File: config.mk
export PLATFORM = sky130hd
export DESIGN_NAME = loop_branch_ctrl
export DESIGN_NICKNAME = d
export VERILOG_FILES = /design/src/rtl/lbc_pkg.sv /design/src/rtl/lbc_decide.sv /design/src/rtl/lbc_rrb_dec.sv /design/src/rtl/loop_branch_ctrl.sv
export SDC_FILE = /design/constraint.sdc
export NUM_CORES = 1
export LEC_CHECK = 0
export ABC_AREA = 0
export BUFFER_PORTS_ARGS = -buffer_cell sky130_fd_sc_hd__buf_2
export CAP_MARGIN = 20
export CELL_PAD_IN_SITES_DETAIL_PLACEMENT = 0
export CELL_PAD_IN_SITES_GLOBAL_PLACEMENT = 1
export CORE_MARGIN = 3
export CORE_UTILIZATION = 36
export DETAILED_ROUTE_END_ITERATION = 10
export PLACE_DENSITY = 0.76
export SETUP_SLACK_MARGIN = 0.5
export SLEW_MARGIN = 20
export SYNTH_ARGS = -nofsm -noshare
export SYNTH_HDL_FRONTEND = slang
export SYNTH_SLANG_ARGS = --single-unit
File: constraint.sdc
create_clock -name clk -period 2.45 [get_ports clk]
set_input_delay 0.3675 -clock clk [delete_from_list [all_inputs] [get_ports clk]]
set_output_delay 0.3675 -clock clk [all_outputs]
set_load 0.05 [all_outputs]
File: src/rtl/lbc_pkg.sv
package lbc_pkg;

    typedef enum logic {
        BR_CONT = 1'b0,
        BR_EXIT = 1'b1
    } br_kind_e;

    typedef enum logic [1:0] {
        SEL_TRIP  = 2'd0,
        SEL_DRAIN = 2'd1,
        SEL_BASE  = 2'd2,
        SEL_CLEAR = 2'd3
    } wr_sel_e;

    typedef enum logic [1:0] {
        PH_KERNEL = 2'd0,
        PH_DRAIN  = 2'd1,
        PH_LAST   = 2'd2,
        PH_DONE   = 2'd3
    } loop_phase_e;

endpackage

File: src/rtl/lbc_decide.sv
module lbc_decide
    import lbc_pkg::*;
#(
    parameter int CNT_W = 16
) (
    input  logic [CNT_W-1:0] lc_i,
    input  logic [CNT_W-1:0] ec_i,
    input  logic             kind_i,
    output logic [CNT_W-1:0] lc_next_o,
    output logic [CNT_W-1:0] ec_next_o,
    output logic             rotate_o,
    output logic             pred_o,
    output logic             taken_o
);

    localparam logic [CNT_W-1:0] ONE = CNT_W'(1);

    loop_phase_e phase;
    logic        cont_taken;

    always_comb begin
        if (lc_i != '0)       phase = PH_KERNEL;
        else if (ec_i > ONE)  phase = PH_DRAIN;
        else if (ec_i == ONE) phase = PH_LAST;
        else                  phase = PH_DONE;
    end

    always_comb begin
        lc_next_o  = lc_i;
        ec_next_o  = ec_i;
        rotate_o   = 1'b0;
        pred_o     = 1'b0;
        cont_taken = 1'b0;
        unique case (phase)
            PH_KERNEL: begin
                lc_next_o  = lc_i - ONE;
                rotate_o   = 1'b1;
                pred_o     = 1'b1;
                cont_taken = 1'b1;
            end
            PH_DRAIN: begin
                ec_next_o  = ec_i - ONE;
                rotate_o   = 1'b1;
                cont_taken = 1'b1;
            end
            PH_LAST: begin
                ec_next_o  = ec_i - ONE;
                rotate_o   = 1'b1;
            end
            PH_DONE: begin
            end
            default: begin
            end
        endcase
        taken_o = (br_kind_e'(kind_i) == BR_EXIT) ? !cont_taken : cont_taken;
    end

endmodule

File: src/rtl/lbc_rrb_dec.sv
module lbc_rrb_dec #(
    parameter int RRB_W    = 7,
    parameter int ROT_SIZE = 96
) (
    input  logic [RRB_W-1:0] rrb_i,
    output logic [RRB_W-1:0] rrb_o
);

    localparam logic [RRB_W-1:0] TOP = RRB_W'(ROT_SIZE - 1);

    always_comb begin
        if (rrb_i == '0) rrb_o = TOP;
        else             rrb_o = rrb_i - RRB_W'(1);
    end

endmodule

File: src/rtl/loop_branch_ctrl.sv
module loop_branch_ctrl
    import lbc_pkg::*;
#(
    parameter int CNT_W    = 16,
    parameter int RRB_W    = 7,
    parameter int ROT_SIZE = 96
) (
    input  logic             clk,
    input  logic             rst_n,
    input  logic             br_valid,
    input  logic             br_kind,
    input  logic             wr_en,
    input  logic [1:0]       wr_sel,
    input  logic [CNT_W-1:0] wr_data,
    output logic [CNT_W-1:0] lc_o,
    output logic [CNT_W-1:0] ec_o,
    output logic [RRB_W-1:0] rrb_o,
    output logic             taken_o,
    output logic             rotate_o,
    output logic             top_pred_o
);

    localparam logic [RRB_W-1:0] BASE_LIMIT = RRB_W'(ROT_SIZE);

    typedef struct packed {
        logic [CNT_W-1:0] lc;
        logic [CNT_W-1:0] ec;
        logic [RRB_W-1:0] rrb;
        logic             taken;
        logic             rotate;
        logic             pred;
    } ctrl_state_t;

    ctrl_state_t state_d, state_q;

    logic [CNT_W-1:0] lc_nx, ec_nx;
    logic             rot_nx, pred_nx, taken_nx;
    logic [RRB_W-1:0] rrb_dec;

    lbc_decide #(.CNT_W(CNT_W)) u_decide (
        .lc_i      (state_q.lc),
        .ec_i      (state_q.ec),
        .kind_i    (br_kind),
        .lc_next_o (lc_nx),
        .ec_next_o (ec_nx),
        .rotate_o  (rot_nx),
        .pred_o    (pred_nx),
        .taken_o   (taken_nx)
    );

    lbc_rrb_dec #(.RRB_W(RRB_W), .ROT_SIZE(ROT_SIZE)) u_rrb_dec (
        .rrb_i (state_q.rrb),
        .rrb_o (rrb_dec)
    );

    always_comb begin
        state_d        = state_q;
        state_d.taken  = 1'b0;
        state_d.rotate = 1'b0;
        state_d.pred   = 1'b0;
        if (wr_en) begin
            unique case (wr_sel_e'(wr_sel))
                SEL_TRIP:  state_d.lc  = wr_data;
                SEL_DRAIN: state_d.ec  = wr_data;
                SEL_BASE:  state_d.rrb = wr_data[RRB_W-1:0];
                SEL_CLEAR: state_d.rrb = '0;
                default:   state_d.rrb = state_q.rrb;
            endcase
        end else if (br_valid) begin
            state_d.lc     = lc_nx;
            state_d.ec     = ec_nx;
            state_d.rrb    = rot_nx ? rrb_dec : state_q.rrb;
            state_d.taken  = taken_nx;
            state_d.rotate = rot_nx;
            state_d.pred   = pred_nx;
        end
    end

    always_ff @(posedge clk or negedge rst_n) begin
        if (!rst_n) state_q <= '0;
        else        state_q <= state_d;
    end

    assign lc_o       = state_q.lc;
    assign ec_o       = state_q.ec;
    assign rrb_o      = state_q.rrb;
    assign taken_o    = state_q.taken;
    assign rotate_o   = state_q.rotate;
    assign top_pred_o = state_q.pred;

    assert_kernel_step_R1: assert property (@(posedge clk) disable iff (!rst_n)
        (br_valid && !wr_en && lc_o != '0) |=>
            (lc_o == $past(lc_o) - CNT_W'(1)) && (ec_o == $past(ec_o)) && rotate_o && top_pred_o);

    assert_drain_step_R2: assert property (@(posedge clk) disable iff (!rst_n)
        (br_valid && !wr_en && lc_o == '0 && ec_o > CNT_W'(1)) |=>
            (ec_o == $past(ec_o) - CNT_W'(1)) && (lc_o == '0) && rotate_o && !top_pred_o);

    assert_done_hold_R4: assert property (@(posedge clk) disable iff (!rst_n)
        (br_valid && !wr_en && lc_o == '0 && ec_o == '0) |=>
            $stable(lc_o) && $stable(ec_o) && $stable(rrb_o) && !rotate_o && !top_pred_o);

    assert_base_range_R7: assert property (@(posedge clk) disable iff (!rst_n)
        rrb_o < BASE_LIMIT);

    assert_idle_quiet_R8: assert property (@(posedge clk) disable iff (!rst_n)
        !br_valid |=> !taken_o && !rotate_o && !top_pred_o);

    assert_write_wins_R9: assert property (@(posedge clk) disable iff (!rst_n)
        (wr_en && br_valid) |=> !rotate_o && !taken_o);

endmodule

==> out/metrics.csv <==
metric,value,unit
place.port_buffers,64,
clock_sinks,42,
synthAdderAreaFrac,3.19,%
synth-xor-area-share,0.319,%
grt_overflow,0,
outcome,completed,
power.share.switching,47.8,%
layout.nets,456,
fin_util,56.1,%
drt-total-wl,9980,um
start_util,37.4,%
wl_per_cell,19.0,um
synth_area,0.00274,mm2
reg2reg_slack,0.01,ns
finalSetupViolCount,0,
rsz0062_at_grt,true,
finalCritPeriodShare,99.5,%
grt_pass1_vias,3049,
dr_total_vias,3129,
netlist.area_leader.share,38.3,%
setup_ws,0.0119,ns
clock.fmax,410,MHz
insertion_delay,0.30,ns
dp_hpwl,6660,um
cts.reportedPaths.clkPinSlew,0.09,ns
synth_top_family_by_area,compound AO/OA/AOI/OAI gates,
drive_gt1_share,45.8,%
rows,31,
arrival,2.62,ns
seq_area_frac_synth,38.3,%
dieWidth,93.3,um
ys_ff_latch,42,
synth_cell_types,51,
reg2reg_depth,12,
yosys-top-cells-area,"dfrtp_1, o21ai_0, a21oi_1",
required,2.63,ns
synth_nets,347,
cellPowerDensity,742,mW/mm2
num_antenna_cells,0,
muxShareOfSynthArea,0.365,%
floorplan.die_area,0.00871,mm2
yosysWarnings,0,
maxCapViolCount,0,
dr.pass1.iters,4,
synth.largest_area_cell,dfrtp_1,
critPathCapture,ec_o[3],
vdd_drop_max,0.470,mV
drc,0,
drt-vias-per-instance,5.96,
crit_type,flip-flop to flip-flop,
regToRegEndpoint,ec_o[3],
combPwrFrac,51.8,%
met1_usage,31.2,%
start_kind,flip-flop,
final_hold_viol_count,0,
hold_path_class,input pin to async pin,
worst-path-max-fanout,5,
dp_worst_setup_slack,0.0511,ns
ioPinCount,65,
min_period,2.44,ns
synth_compound_area_share,30.8,%
synth-main-ff-cell,dfrtp_1,
leakagePower,1.76,nW
die_h,93.3,um
tns,0,ns
drv_slew,0,
area_growth,49.8,%
finClkSkew,0.0125,ns
ctsRootBufferMaster,clkbuf_8,
async_flop_share,100,%
ant_nets,0,
hold_buffers,0,
grt_pass1_wl,15700,um
p_int,1.59,mW
seqPwrFrac,32.4,%
core,0.00733,mm2
htreeDepth,2,
p_total,3.05,mW
avgSynthCellArea,8.66,um2
drt_iter0_markers,207,
use_met2,37.5,%
clockPowerShare,15.8,%
cts_max_path_buffers,2,
gp_congestion,0.864,
cts_tree,yes,
grt_usage,23.1,%
slew_headroom,60.1,%
crit_start,lc_o[1],
endpoint_kind,flip-flop,
worst_pin_slew,0.594,ns
synth-simple-area-share,22.8,%
netSwitchingPower,1.46,mW
grtUsageMet3,3.94,%
busiest_layer,met2,
antenna_found_initial,0,
synth_edf_count,0,
reg2reg_from,lc_o[1],
cts_made_buffers,5,
netlist_instances,317,
grt_max_degree,43,
cell type report:
cell class / instances / area (um2)
flip-flops and latches: 42 / 1060
repair buffers: 119 / 918
multi-input cells: 246 / 1870
clock buffers: 7 / 86.3
well taps: 99 / 124
fillers: 640 / 3220
inverters: 12 / 47.5
registers in the layout, indices dropped and copies added, names as in the netlist:
| name | count |
|---|---|
| top_pred_o | 1 |
| rotate_o | 1 |
| rrb_o | 7 |
| lc_o | 16 |
| taken_o | 1 |
| ec_o | 16 |
power by group through the flow:
stage          combinational, mW  clock [mW]  sequential (mW)
5_1_grt                     1.68       0.520             1.00
3_3_place_gp                1.41           0            0.992
2_1_floorplan              0.516           0             1.46
3_5_place_dp                1.41           0            0.998
6_report                    1.58       0.482            0.987
4_1_cts                     1.50       0.493            0.978
cell usage after synthesis, types with 5 or more instances:
cell type,count
nor3_1,12
ha_1,7
dfrtp_1,42
o2bb2ai_1,10
a22oi_1,11
o211ai_1,5
a32oi_1,7
nor4_1,10
nand2_1,21
nand3_1,8
nor2_1,24
a31oi_1,9
inv_1,12
clkbuf_1,11
o21ai_0,41
a21oi_1,22
metal layers:
metal	part of all wire (%)	wire [um]	up-vias
li1	-	-	1441
met1	44	4420	1550
met2	47	4730	119
met3	6.1	612	19
met4	2.2	216	0
met5	0	0	-
worst max-delay path: stages, from the launching register on:
cell and delay (ns):
dfrtp_2 0.42, inv_2 0.08, ha_4 0.13, nor4b_4 0.19, nand4_1 0.23, buf_4 0.21, a21oi_2 0.10, ha_1 0.24
nand2_2 0.11, a2bb2oi_4 0.24, buf_6 0.16, clkbuf_16 0.15, o21ai_2 0.05
worst min path at each step:
| stage | startpoint | endpoint | slack, ns |
|---|---|---|---|
| global placement | rst_n | lc_o[7] | 0.37 |
| detailed placement | rst_n | lc_o[8] | 0.37 |
| finish | rst_n | lc_o[7] | 0.04 |
| global route | rst_n | ec_o[4] | 0.05 |
| floorplan | rst_n | ec_o[0] | 0.07 |
| CTS | rst_n | lc_o[11] | 0.05 |
stage by stage:
step / hold WS, ns / area [um2] / instances
2_1_floorplan: 0.0719 / 2930 / 317
3_3_place_gp: 0.369 / 3500 / 491
3_5_place_dp: 0.374 / 3500 / 491
4_1_cts: 0.0476 / 3880 / 517
5_1_grt: 0.0541 / 4110 / 525
6_report: 0.0352 / 4110 / 525
what timing repair did:
action                                  in CTS  in global routing
setup buffers                               15                  6
resized for setup                           19                 31
pin swaps                                    3                 14
endpoints found under the setup margin      40                 41
gates cloned                                 4                  2
hold endpoints to repair                     0                  0
layout by cell type, fill, tap and decap left out, types with 4 or more instances in the layout:
| master | synthesis | routed |
|---|---|---|
| clkbuf_8 | 0 | 6 |
| a21oi_1 | 22 | 18 |
| buf_12 | 0 | 5 |
| nor2_1 | 24 | 23 |
| ha_1 | 7 | 5 |
| buf_16 | 0 | 4 |
| inv_1 | 12 | 9 |
| o211ai_1 | 5 | 5 |
| buf_4 | 0 | 42 |
| o21ai_0 | 41 | 18 |
| nand2_1 | 21 | 16 |
| nand3_1 | 8 | 7 |
| or3_1 | 4 | 4 |
| buf_2 | 4 | 64 |
| nor4_1 | 10 | 10 |
| a22oi_1 | 11 | 10 |
| a32oi_1 | 7 | 7 |
| dfrtp_1 | 42 | 33 |
| o21ai_2 | 0 | 14 |
| nor4_4 | 3 | 4 |
| dfrtp_2 | 0 | 9 |
| nor3_1 | 12 | 10 |
| o2bb2ai_2 | 0 | 7 |
| a31oi_1 | 9 | 9 |
| o21ai_1 | 2 | 11 |
| nand2_2 | 0 | 5 |
cells by family (layout without fill, tap and decap cells):
group	count (synthesis)	in the layout
adders and majority gates	7	7
xor gates and xnor gates	1	1
and+or+nand+nor	107	107
buffers and inverters	29	138
AOI/OAI and AO/OA	130	130
muxes	1	1
DFF	42	42
No activity file was read; power rests on OpenSTA's default activity.
